<file path="config.mk">
export PLATFORM = sky130hd
export DESIGN_NAME = runahead_ctrl
export DESIGN_NICKNAME = d
export VERILOG_FILES = /design/src/rtl/ra_pkg.sv /design/src/rtl/ra_mode_fsm.sv /design/src/rtl/ra_poison_tracker.sv /design/src/rtl/ra_spec_store_buf.sv /design/src/rtl/runahead_ctrl.sv
export SDC_FILE = /design/constraint.sdc
export NUM_CORES = 1
export LEC_CHECK = 0
export BUFFER_PORTS_ARGS = -buffer_cell sky130_fd_sc_hd__buf_2
export CORE_ASPECT_RATIO = 2
export CORE_MARGIN = 2
export CORE_UTILIZATION = 55
export DETAILED_ROUTE_END_ITERATION = 16
export PLACE_DENSITY = 0.89
export SLEW_MARGIN = 20
export SYNTH_ARGS = -nofsm -noshare
export SYNTH_HDL_FRONTEND = slang
export SYNTH_SLANG_ARGS = --single-unit
</file>
<file path="constraint.sdc">
create_clock -name clk -period 16 [get_ports clk]
set_input_delay 3.2 -clock clk [delete_from_list [all_inputs] [get_ports clk]]
set_output_delay 3.2 -clock clk [all_outputs]
set_load 0.005 [all_outputs]
</file>
<file path="src/rtl/ra_pkg.sv">
package ra_pkg;
    parameter int RA_ADDR_W = 32;
    parameter int RA_DATA_W = 32;
    parameter int RA_PC_W   = 32;
    parameter int RA_REG_W  = 5;

    typedef enum logic [1:0] {
        RA_NORMAL = 2'd0,
        RA_ENTER  = 2'd1,
        RA_RUN    = 2'd2,
        RA_EXIT   = 2'd3
    } ra_state_e;

    typedef enum logic [1:0] {
        K_ALU   = 2'd0,
        K_LOAD  = 2'd1,
        K_STORE = 2'd2
    } ra_kind_e;

    typedef struct packed {
        logic                  valid;
        ra_kind_e              kind;
        logic                  dst_we;
        logic [RA_REG_W-1:0]   dst;
        logic [RA_REG_W-1:0]   src1;
        logic [RA_REG_W-1:0]   src2;
        logic [RA_ADDR_W-1:0]  addr;
        logic [RA_DATA_W-1:0]  data;
    } ra_retire_t;

    typedef struct packed {
        logic save;
        logic restore;
        logic flush;
        logic suppress;
    } ra_ctl_t;

    function automatic ra_kind_e ra_decode(input logic is_load, input logic is_store);
        if (is_store)     return K_STORE;
        else if (is_load) return K_LOAD;
        else              return K_ALU;
    endfunction
endpackage

</file>
<file path="src/rtl/ra_mode_fsm.sv">
module ra_mode_fsm
    import ra_pkg::*;
(
    input  logic                 clk,
    input  logic                 rst,
    input  logic                 head_miss,
    input  logic [RA_PC_W-1:0]   head_pc,
    input  logic [RA_REG_W-1:0]  head_dst,
    input  logic                 miss_return,
    output ra_state_e            state,
    output ra_ctl_t              ctl,
    output logic [RA_PC_W-1:0]   restart_pc,
    output logic [RA_REG_W-1:0]  bogus_dst,
    output logic                 set_bogus,
    output logic                 clear_all
);
    ra_state_e            nxt;
    logic [RA_PC_W-1:0]   pc_q;
    logic [RA_REG_W-1:0]  dst_q;

    always_comb begin
        nxt = state;
        unique case (state)
            RA_NORMAL: if (head_miss) nxt = RA_ENTER;
            RA_ENTER:  nxt = miss_return ? RA_EXIT : RA_RUN;
            RA_RUN:    if (miss_return) nxt = RA_EXIT;
            RA_EXIT:   nxt = RA_NORMAL;
            default:   nxt = RA_NORMAL;
        endcase
    end

    always_ff @(posedge clk) begin
        if (rst) begin
            state <= RA_NORMAL;
            pc_q  <= '0;
            dst_q <= '0;
        end else begin
            state <= nxt;
            if (state == RA_NORMAL && head_miss) begin
                pc_q  <= head_pc;
                dst_q <= head_dst;
            end
        end
    end

    always_comb begin
        ctl.save     = (state == RA_ENTER);
        ctl.restore  = (state == RA_EXIT);
        ctl.flush    = (state == RA_EXIT);
        ctl.suppress = (state == RA_RUN);
    end

    assign restart_pc = (state == RA_EXIT) ? pc_q : '0;
    assign bogus_dst  = dst_q;
    assign set_bogus  = (state == RA_ENTER);
    assign clear_all  = (state == RA_EXIT);

    p_save_after_miss_r2: assert property (@(posedge clk) disable iff (rst)
        (state == RA_NORMAL && head_miss) |=> ctl.save);
    p_save_single_r2: assert property (@(posedge clk) disable iff (rst)
        ctl.save |=> !ctl.save);
    p_run_after_save_r3: assert property (@(posedge clk) disable iff (rst)
        (ctl.save && !miss_return) |=> ctl.suppress);
    p_restore_then_normal_r4: assert property (@(posedge clk) disable iff (rst)
        ctl.restore |=> (state == RA_NORMAL && !ctl.restore));
    p_early_return_r5: assert property (@(posedge clk) disable iff (rst)
        (ctl.save && miss_return) |=> ctl.restore);
    p_ctl_exclusive_r3: assert property (@(posedge clk) disable iff (rst)
        $onehot0({ctl.save, ctl.restore, ctl.suppress}));
endmodule

</file>
<file path="src/rtl/ra_poison_tracker.sv">
module ra_poison_tracker
    import ra_pkg::*;
(
    input  logic                 clk,
    input  logic                 rst,
    input  logic                 clear_all,
    input  logic                 set_bogus,
    input  logic [RA_REG_W-1:0]  bogus_dst,
    input  logic [RA_REG_W-1:0]  rd1,
    input  logic [RA_REG_W-1:0]  rd2,
    output logic                 inv1,
    output logic                 inv2,
    input  logic                 wr_en,
    input  logic [RA_REG_W-1:0]  wr_dst,
    input  logic                 wr_val
);
    localparam int NREGS = 1 << RA_REG_W;

    logic [NREGS-1:0] inv_q;

    assign inv1 = inv_q[rd1];
    assign inv2 = inv_q[rd2];

    always_ff @(posedge clk) begin
        if (rst || clear_all) begin
            inv_q <= '0;
        end else if (set_bogus) begin
            if (bogus_dst != '0) inv_q[bogus_dst] <= 1'b1;
        end else if (wr_en && wr_dst != '0) begin
            inv_q[wr_dst] <= wr_val;
        end
    end

    p_clear_all_r11: assert property (@(posedge clk) disable iff (rst)
        clear_all |=> (inv_q == '0));
    p_bogus_marked_r6: assert property (@(posedge clk) disable iff (rst)
        (set_bogus && !clear_all && bogus_dst != '0) |=> inv_q[$past(bogus_dst)]);
    p_reg0_clean_r6: assert property (@(posedge clk) disable iff (rst)
        !inv_q[0]);
endmodule

</file>
<file path="src/rtl/ra_spec_store_buf.sv">
module ra_spec_store_buf
    import ra_pkg::*;
#(
    parameter int DEPTH = 4
) (
    input  logic                  clk,
    input  logic                  rst,
    input  logic                  clear,
    input  logic [RA_ADDR_W-1:0]  lk_addr,
    input  logic                  wr_en,
    input  logic [RA_DATA_W-1:0]  wr_data,
    input  logic                  wr_dinv,
    output logic                  hit,
    output logic [RA_DATA_W-1:0]  rd_data,
    output logic                  rd_dinv
);
    localparam int PTR_W = (DEPTH > 1) ? $clog2(DEPTH) : 1;

    logic [DEPTH-1:0]      vld;
    logic [RA_ADDR_W-1:0]  tag [DEPTH];
    logic [RA_DATA_W-1:0]  dat [DEPTH];
    logic [DEPTH-1:0]      dinv;
    logic [DEPTH-1:0]      match;
    logic [PTR_W-1:0]      ptr;
    logic [PTR_W-1:0]      hit_idx;

    for (genvar g = 0; g < DEPTH; g++) begin : g_cmp
        assign match[g] = vld[g] && (tag[g] == lk_addr);
    end

    always_comb begin
        hit     = |match;
        rd_data = '0;
        rd_dinv = 1'b0;
        hit_idx = '0;
        for (int i = 0; i < DEPTH; i++) begin
            if (match[i]) begin
                rd_data = rd_data | dat[i];
                rd_dinv = rd_dinv | dinv[i];
                hit_idx = PTR_W'(i);
            end
        end
    end

    always_ff @(posedge clk) begin
        if (rst || clear) begin
            vld  <= '0;
            dinv <= '0;
            ptr  <= '0;
            for (int i = 0; i < DEPTH; i++) begin
                tag[i] <= '0;
                dat[i] <= '0;
            end
        end else if (wr_en) begin
            if (hit) begin
                dat[hit_idx]  <= wr_data;
                dinv[hit_idx] <= wr_dinv;
            end else begin
                vld[ptr]  <= 1'b1;
                tag[ptr]  <= lk_addr;
                dat[ptr]  <= wr_data;
                dinv[ptr] <= wr_dinv;
                ptr       <= (ptr == PTR_W'(DEPTH - 1)) ? '0 : ptr + 1'b1;
            end
        end
    end

    p_flush_empty_r11: assert property (@(posedge clk) disable iff (rst)
        clear |=> (vld == '0));
    p_occupancy_grows_r10: assert property (@(posedge clk) disable iff (rst)
        (wr_en && !clear) |=> ($countones(vld) >= $past($countones(vld))));
    p_written_visible_r9: assert property (@(posedge clk) disable iff (rst)
        (wr_en && !clear) |=> ($stable(lk_addr) -> hit));
endmodule

</file>
<file path="src/rtl/runahead_ctrl.sv">
module runahead_ctrl
    import ra_pkg::*;
#(
    parameter int SB_DEPTH = 4
) (
    input  logic                  clk,
    input  logic                  rst,
    input  logic                  head_miss_i,
    input  logic [RA_PC_W-1:0]    head_pc_i,
    input  logic [RA_REG_W-1:0]   head_dst_i,
    input  logic                  miss_return_i,
    input  logic                  ret_valid_i,
    input  logic                  ret_is_load_i,
    input  logic                  ret_is_store_i,
    input  logic                  ret_dst_we_i,
    input  logic [RA_REG_W-1:0]   ret_dst_i,
    input  logic [RA_REG_W-1:0]   ret_src1_i,
    input  logic [RA_REG_W-1:0]   ret_src2_i,
    input  logic [RA_ADDR_W-1:0]  ret_addr_i,
    input  logic [RA_DATA_W-1:0]  ret_data_i,
    output logic                  ckpt_save_o,
    output logic                  ckpt_restore_o,
    output logic                  flush_o,
    output logic                  commit_suppress_o,
    output logic [RA_PC_W-1:0]    restart_pc_o,
    output logic                  ret_poison_o,
    output logic                  pf_valid_o,
    output logic [RA_ADDR_W-1:0]  pf_addr_o,
    output logic                  fwd_hit_o,
    output logic [RA_DATA_W-1:0]  fwd_data_o
);
    ra_state_e            state;
    ra_ctl_t              ctl;
    ra_retire_t           r;
    logic [RA_REG_W-1:0]  bogus_dst;
    logic                 set_bogus, clear_all;
    logic                 inv1, inv2;
    logic                 sb_hit, sb_dinv;
    logic [RA_DATA_W-1:0] sb_data;
    logic                 act, is_ld, is_st, ld_hit, poison;
    logic                 trk_we, sb_we;

    always_comb begin
        r.valid  = ret_valid_i;
        r.kind   = ra_decode(ret_is_load_i, ret_is_store_i);
        r.dst_we = ret_dst_we_i;
        r.dst    = ret_dst_i;
        r.src1   = ret_src1_i;
        r.src2   = ret_src2_i;
        r.addr   = ret_addr_i;
        r.data   = ret_data_i;
    end

    ra_mode_fsm u_fsm (
        .clk(clk), .rst(rst),
        .head_miss(head_miss_i), .head_pc(head_pc_i), .head_dst(head_dst_i),
        .miss_return(miss_return_i),
        .state(state), .ctl(ctl), .restart_pc(restart_pc_o),
        .bogus_dst(bogus_dst), .set_bogus(set_bogus), .clear_all(clear_all)
    );

    ra_poison_tracker u_trk (
        .clk(clk), .rst(rst), .clear_all(clear_all),
        .set_bogus(set_bogus), .bogus_dst(bogus_dst),
        .rd1(r.src1), .rd2(r.src2), .inv1(inv1), .inv2(inv2),
        .wr_en(trk_we), .wr_dst(r.dst), .wr_val(poison)
    );

    ra_spec_store_buf #(.DEPTH(SB_DEPTH)) u_sb (
        .clk(clk), .rst(rst), .clear(clear_all),
        .lk_addr(r.addr), .wr_en(sb_we), .wr_data(r.data), .wr_dinv(inv2),
        .hit(sb_hit), .rd_data(sb_data), .rd_dinv(sb_dinv)
    );

    always_comb begin
        act    = (state == RA_RUN) && r.valid;
        is_ld  = (r.kind == K_LOAD);
        is_st  = (r.kind == K_STORE);
        ld_hit = act && is_ld && !inv1 && sb_hit;
        unique case (r.kind)
            K_LOAD:  poison = inv1 || (sb_hit && sb_dinv);
            K_STORE: poison = 1'b0;
            default: poison = inv1 || inv2;
        endcase
        poison = poison && act;
        trk_we = act && r.dst_we && !is_st;
        sb_we  = act && is_st && !inv1;
    end

    assign ckpt_save_o       = ctl.save;
    assign ckpt_restore_o    = ctl.restore;
    assign flush_o           = ctl.flush;
    assign commit_suppress_o = ctl.suppress;
    assign ret_poison_o      = poison;
    assign pf_valid_o        = act && is_ld && !inv1 && !sb_hit;
    assign pf_addr_o         = pf_valid_o ? r.addr : '0;
    assign fwd_hit_o         = ld_hit;
    assign fwd_data_o        = ld_hit ? sb_data : '0;

    p_pf_only_runahead_r12: assert property (@(posedge clk) disable iff (rst)
        (pf_valid_o || fwd_hit_o || ret_poison_o) |-> commit_suppress_o);
    p_fwd_or_pf_r9: assert property (@(posedge clk) disable iff (rst)
        !(fwd_hit_o && pf_valid_o));
    p_restore_with_flush_r4: assert property (@(posedge clk) disable iff (rst)
        ckpt_restore_o |-> (flush_o && !commit_suppress_o));
endmodule

</file>
==> flow_metrics.py <==
metrics = {
    "routing": {
        "finalWirelength_um": 45700,
        "drc": 0,
        "first_pass_iters": 5,
        "first_iter_violations": 1163,
        "viasPerCell": 5.96,
        "num_vias": 12900,
        "postRouteAntennaNets": 0,
        "wl_per_cell_um": 21.1,
    },
    "critical_path": {
        "path_cells": "buf_2 > xnor2_1 > nand4_1 > or4_1 > nor3_2 > buf_4 > or4_1 > nand2b_1 > buf_4 > a21oi_1 > buf_2",
        "cp_slowest_cell": "or4_1",
        "worstPathMaxFanout": 41,
        "critPathMaxStageDelay_ps": 500,
        "critPathBufInv": 4,
        "path_delay_family": "simple AND/OR/NAND/NOR gates",
        "cp-start-kind": "input port",
        "end_kind": "output pin",
        "worstSetupPathType": "in -> out",
        "required_ps": 12800,
        "worstPathArrival_ps": 6520,
    },
    "synthesis": {
        "ys_ff_latch": 337,
        "avgSynthCellArea_sq_um": 10.3,
        "syn_nets": 1750,
        "synthFlopType": "edfxtp_1",
        "ys_types": 54,
        "synthArstFlopShare": 0,
        "synth_area_sq_um": 16700,
        "ys_warn_count": 0,
        "synth-edff-count": 256,
        "synth_cells": 1617,
        "ys_seq_area_frac": 0.558,
    },
    "clocking": {
        "cts_buffers": 29,
        "cts_tree": "built",
        "clock_latency_ps": 580,
        "root_buffer": "clkbuf_16",
        "cts_sinks": 337,
        "hold_buffers": 0,
        "htree_levels": 1,
        "ctsLongestPathBuffers": 3,
        "cts.repair.resized": 0,
        "postCtsSetupRepairBufs": 0,
        "clkTransAtPathRegs_ps": 60,
    },
    "floorplanning": {
        "std_cell_rows": 90,
        "die_area_sq_um": 31800,
        "die_x_um": 127,
        "fp.coreArea_sq_um": 30100,
        "die_height_um": 250,
        "start_util": 0.555,
        "io_pins": 227,
    },
    "global_routing": {
        "grt_pass1_vias": 13100,
        "grt_max_degree": 61,
        "grt_pass1_wl_um": 69900,
        "antenna_found_initial": 3,
        "grtUsageTotal": 0.281,
        "grt-ovfl-total": 0,
    },
    "sta": {
        "worst_hold_slack_ps": 449,
        "setup_viol": 0,
        "final_hold_viol_count": 0,
        "fmax_mhz": 103,
        "min_period_over_period": 0.607,
        "slew_headroom": 0.358,
        "skew_ps": 11.8,
        "fin_tns_setup_ps": 0,
        "tightest_slew_ps": 954,
        "finalCriticalPeriod_ps": 9720,
        "rsz0062_at_grt": "false",
        "drv_slew": 0,
    },
    "job": {
        "max_cap_violations": 0,
    },
    "power": {
        "leakage_uw": 0.00748,
        "power-per-cell-area_nw_per_um2": 117,
        "vdd_ir_drop_max_v": 0.000110,
        "power_uw": 2220,
    },
    "placement": {
        "post_dp_cell_area_sq_um": 18000,
        "hpwl_um": 30700,
        "io_buffer_count": 226,
        "place_congestion": 0.946,
    },
    "finish": {
        "drive_above_1_share": 0.177,
        "fill_cells": 2334,
        "area_delta_synth_final_pct": 13.5,
        "stdcell_area_sq_um": 18900,
        "fin_nets": 1907,
        "postLayoutCoreUtil": 0.629,
    },
    "outcome": {
        "status": "completed",
    },
    "worst_hold_path": {
        "hold_class": "reg -> reg",
    },
}
[worst min-delay path: stages (launching register included)]
cell,delay (ps)
dfxtp_1,310
nand2_1,50
a21oi_1,50
[metal layers]
layer  track usage  vias up  share of wire
met2         0.530      530           0.54
met1         0.292     6255           0.34
met5             0        -        0.00057
met4         0.169        4          0.070
met3        0.0314      171          0.050
li1              -     5930              -
[worst paths after layout]
path	start	endpoint	slack [ps]	cells after the start
setup / recovery	ret_addr_i[22]	fwd_data_o[1]	6280	11
hold reg to reg	u_fsm.pc_q[29]	u_fsm.pc_q[29]	450	2
setup reg to reg	u_sb.tag[0][22]	u_sb.dat[0][20]	11130	9
hold / removal	u_fsm.pc_q[29]	u_fsm.pc_q[29]	450	2
[synth_stat cells, types with 5 or more instances]
cell        n  area (sq um)
nor3_1     15          75.1
nand3_1    18          90.1
xnor2_1    56           490
nor2_1    163           612
o21ai_0    56           280
nand4_1    17           106
nand2_1   147           552
a21oi_1   109           546
and3_1      7          43.8
and2_1    192          1200
edfxtp_1  256          7690
nand2b_1   10          62.6
dfxtp_1    81          1620
clkbuf_1   75           282
ha_1        9           113
xor2_1     69           604
nor3b_1     7          52.6
nor2b_1    14          87.6
mux2i_1    36           360
a22oi_1    74           556
a31oi_1    24           150
or2_2       5          31.3
inv_1      49           184
a21o_1     10          75.1
nor4_1     20           125
buf_2      40           200
nand3b_1   12          90.1
[layout make-up]
class	count	area, sq um	share of cell area
multi-input cells	1110	6740	0.356
repair buffers	246	1280	0.0677
inverters	50	188	0.00992
clock buffers	34	774	0.0409
well taps	368	460	0.0243
diodes	1	2.50	0.000132
clock inverters	16	166	0.00880
flip-flops and latches	337	9310	0.492
[flip-flops by register name, indices dropped and copies added, names as in the netlist]
register	flops
u_sb.dat	128
u_sb.ptr	2
u_fsm.pc_q	32
u_sb.vld	4
u_trk.inv_q	32
u_fsm.state	2
u_fsm.bogus_dst	5
u_sb.tag	128
u_sb.dinv	4
[cells in the final DEF (no fill, tap or decap), types with 14 or more instances in the layout]
cell,count
nor2b_1,14
buf_4,20
buf_2,226
nand3_1,17
xor2_1,69
nor4_1,20
nand2_1,143
edfxtp_1,256
a31oi_1,24
o21ai_0,56
xnor2_1,56
and2_1,191
dfxtp_1,81
a22oi_1,74
nor2_1,160
clkbuf_16,29
nand4_1,17
mux2i_1,36
a21oi_1,109
inv_1,49
[power by group]
part	total (uW)	internal (uW)	switching, uW
Combinational	382	124	259
Clock	711	393	318
Sequential	1120	1060	59.4
Total	2220	1580	636
[kinds of logic (layout without fill, tap and decap cells)]
logic type / Yosys count / in the layout / share of synthesized area
AO/OA/AOI/OAI: 304 / 304 / 0.113
XOR/XNOR: 125 / 125 / 0.0657
adder cells (fa/ha/maj): 9 / 9 / 0.00675
buffers and inverters: 170 / 346 / 0.0415
flip-flops: 337 / 337 / 0.558
multiplexers: 36 / 36 / 0.0216
other: 0 / 1 / 0
AND/OR/NAND/NOR: 636 / 636 / 0.193
[stage by stage]
stage | setup slack, ps | instances
final | 6280 | 2162
after detailed placement | 6360 | 2111
after global routing | 6200 | 2161
after global placement | 6360 | 2111
after floorplan | 7500 | 1617
after CTS | 6340 | 2161
Power figures use the tool's default switching activity.
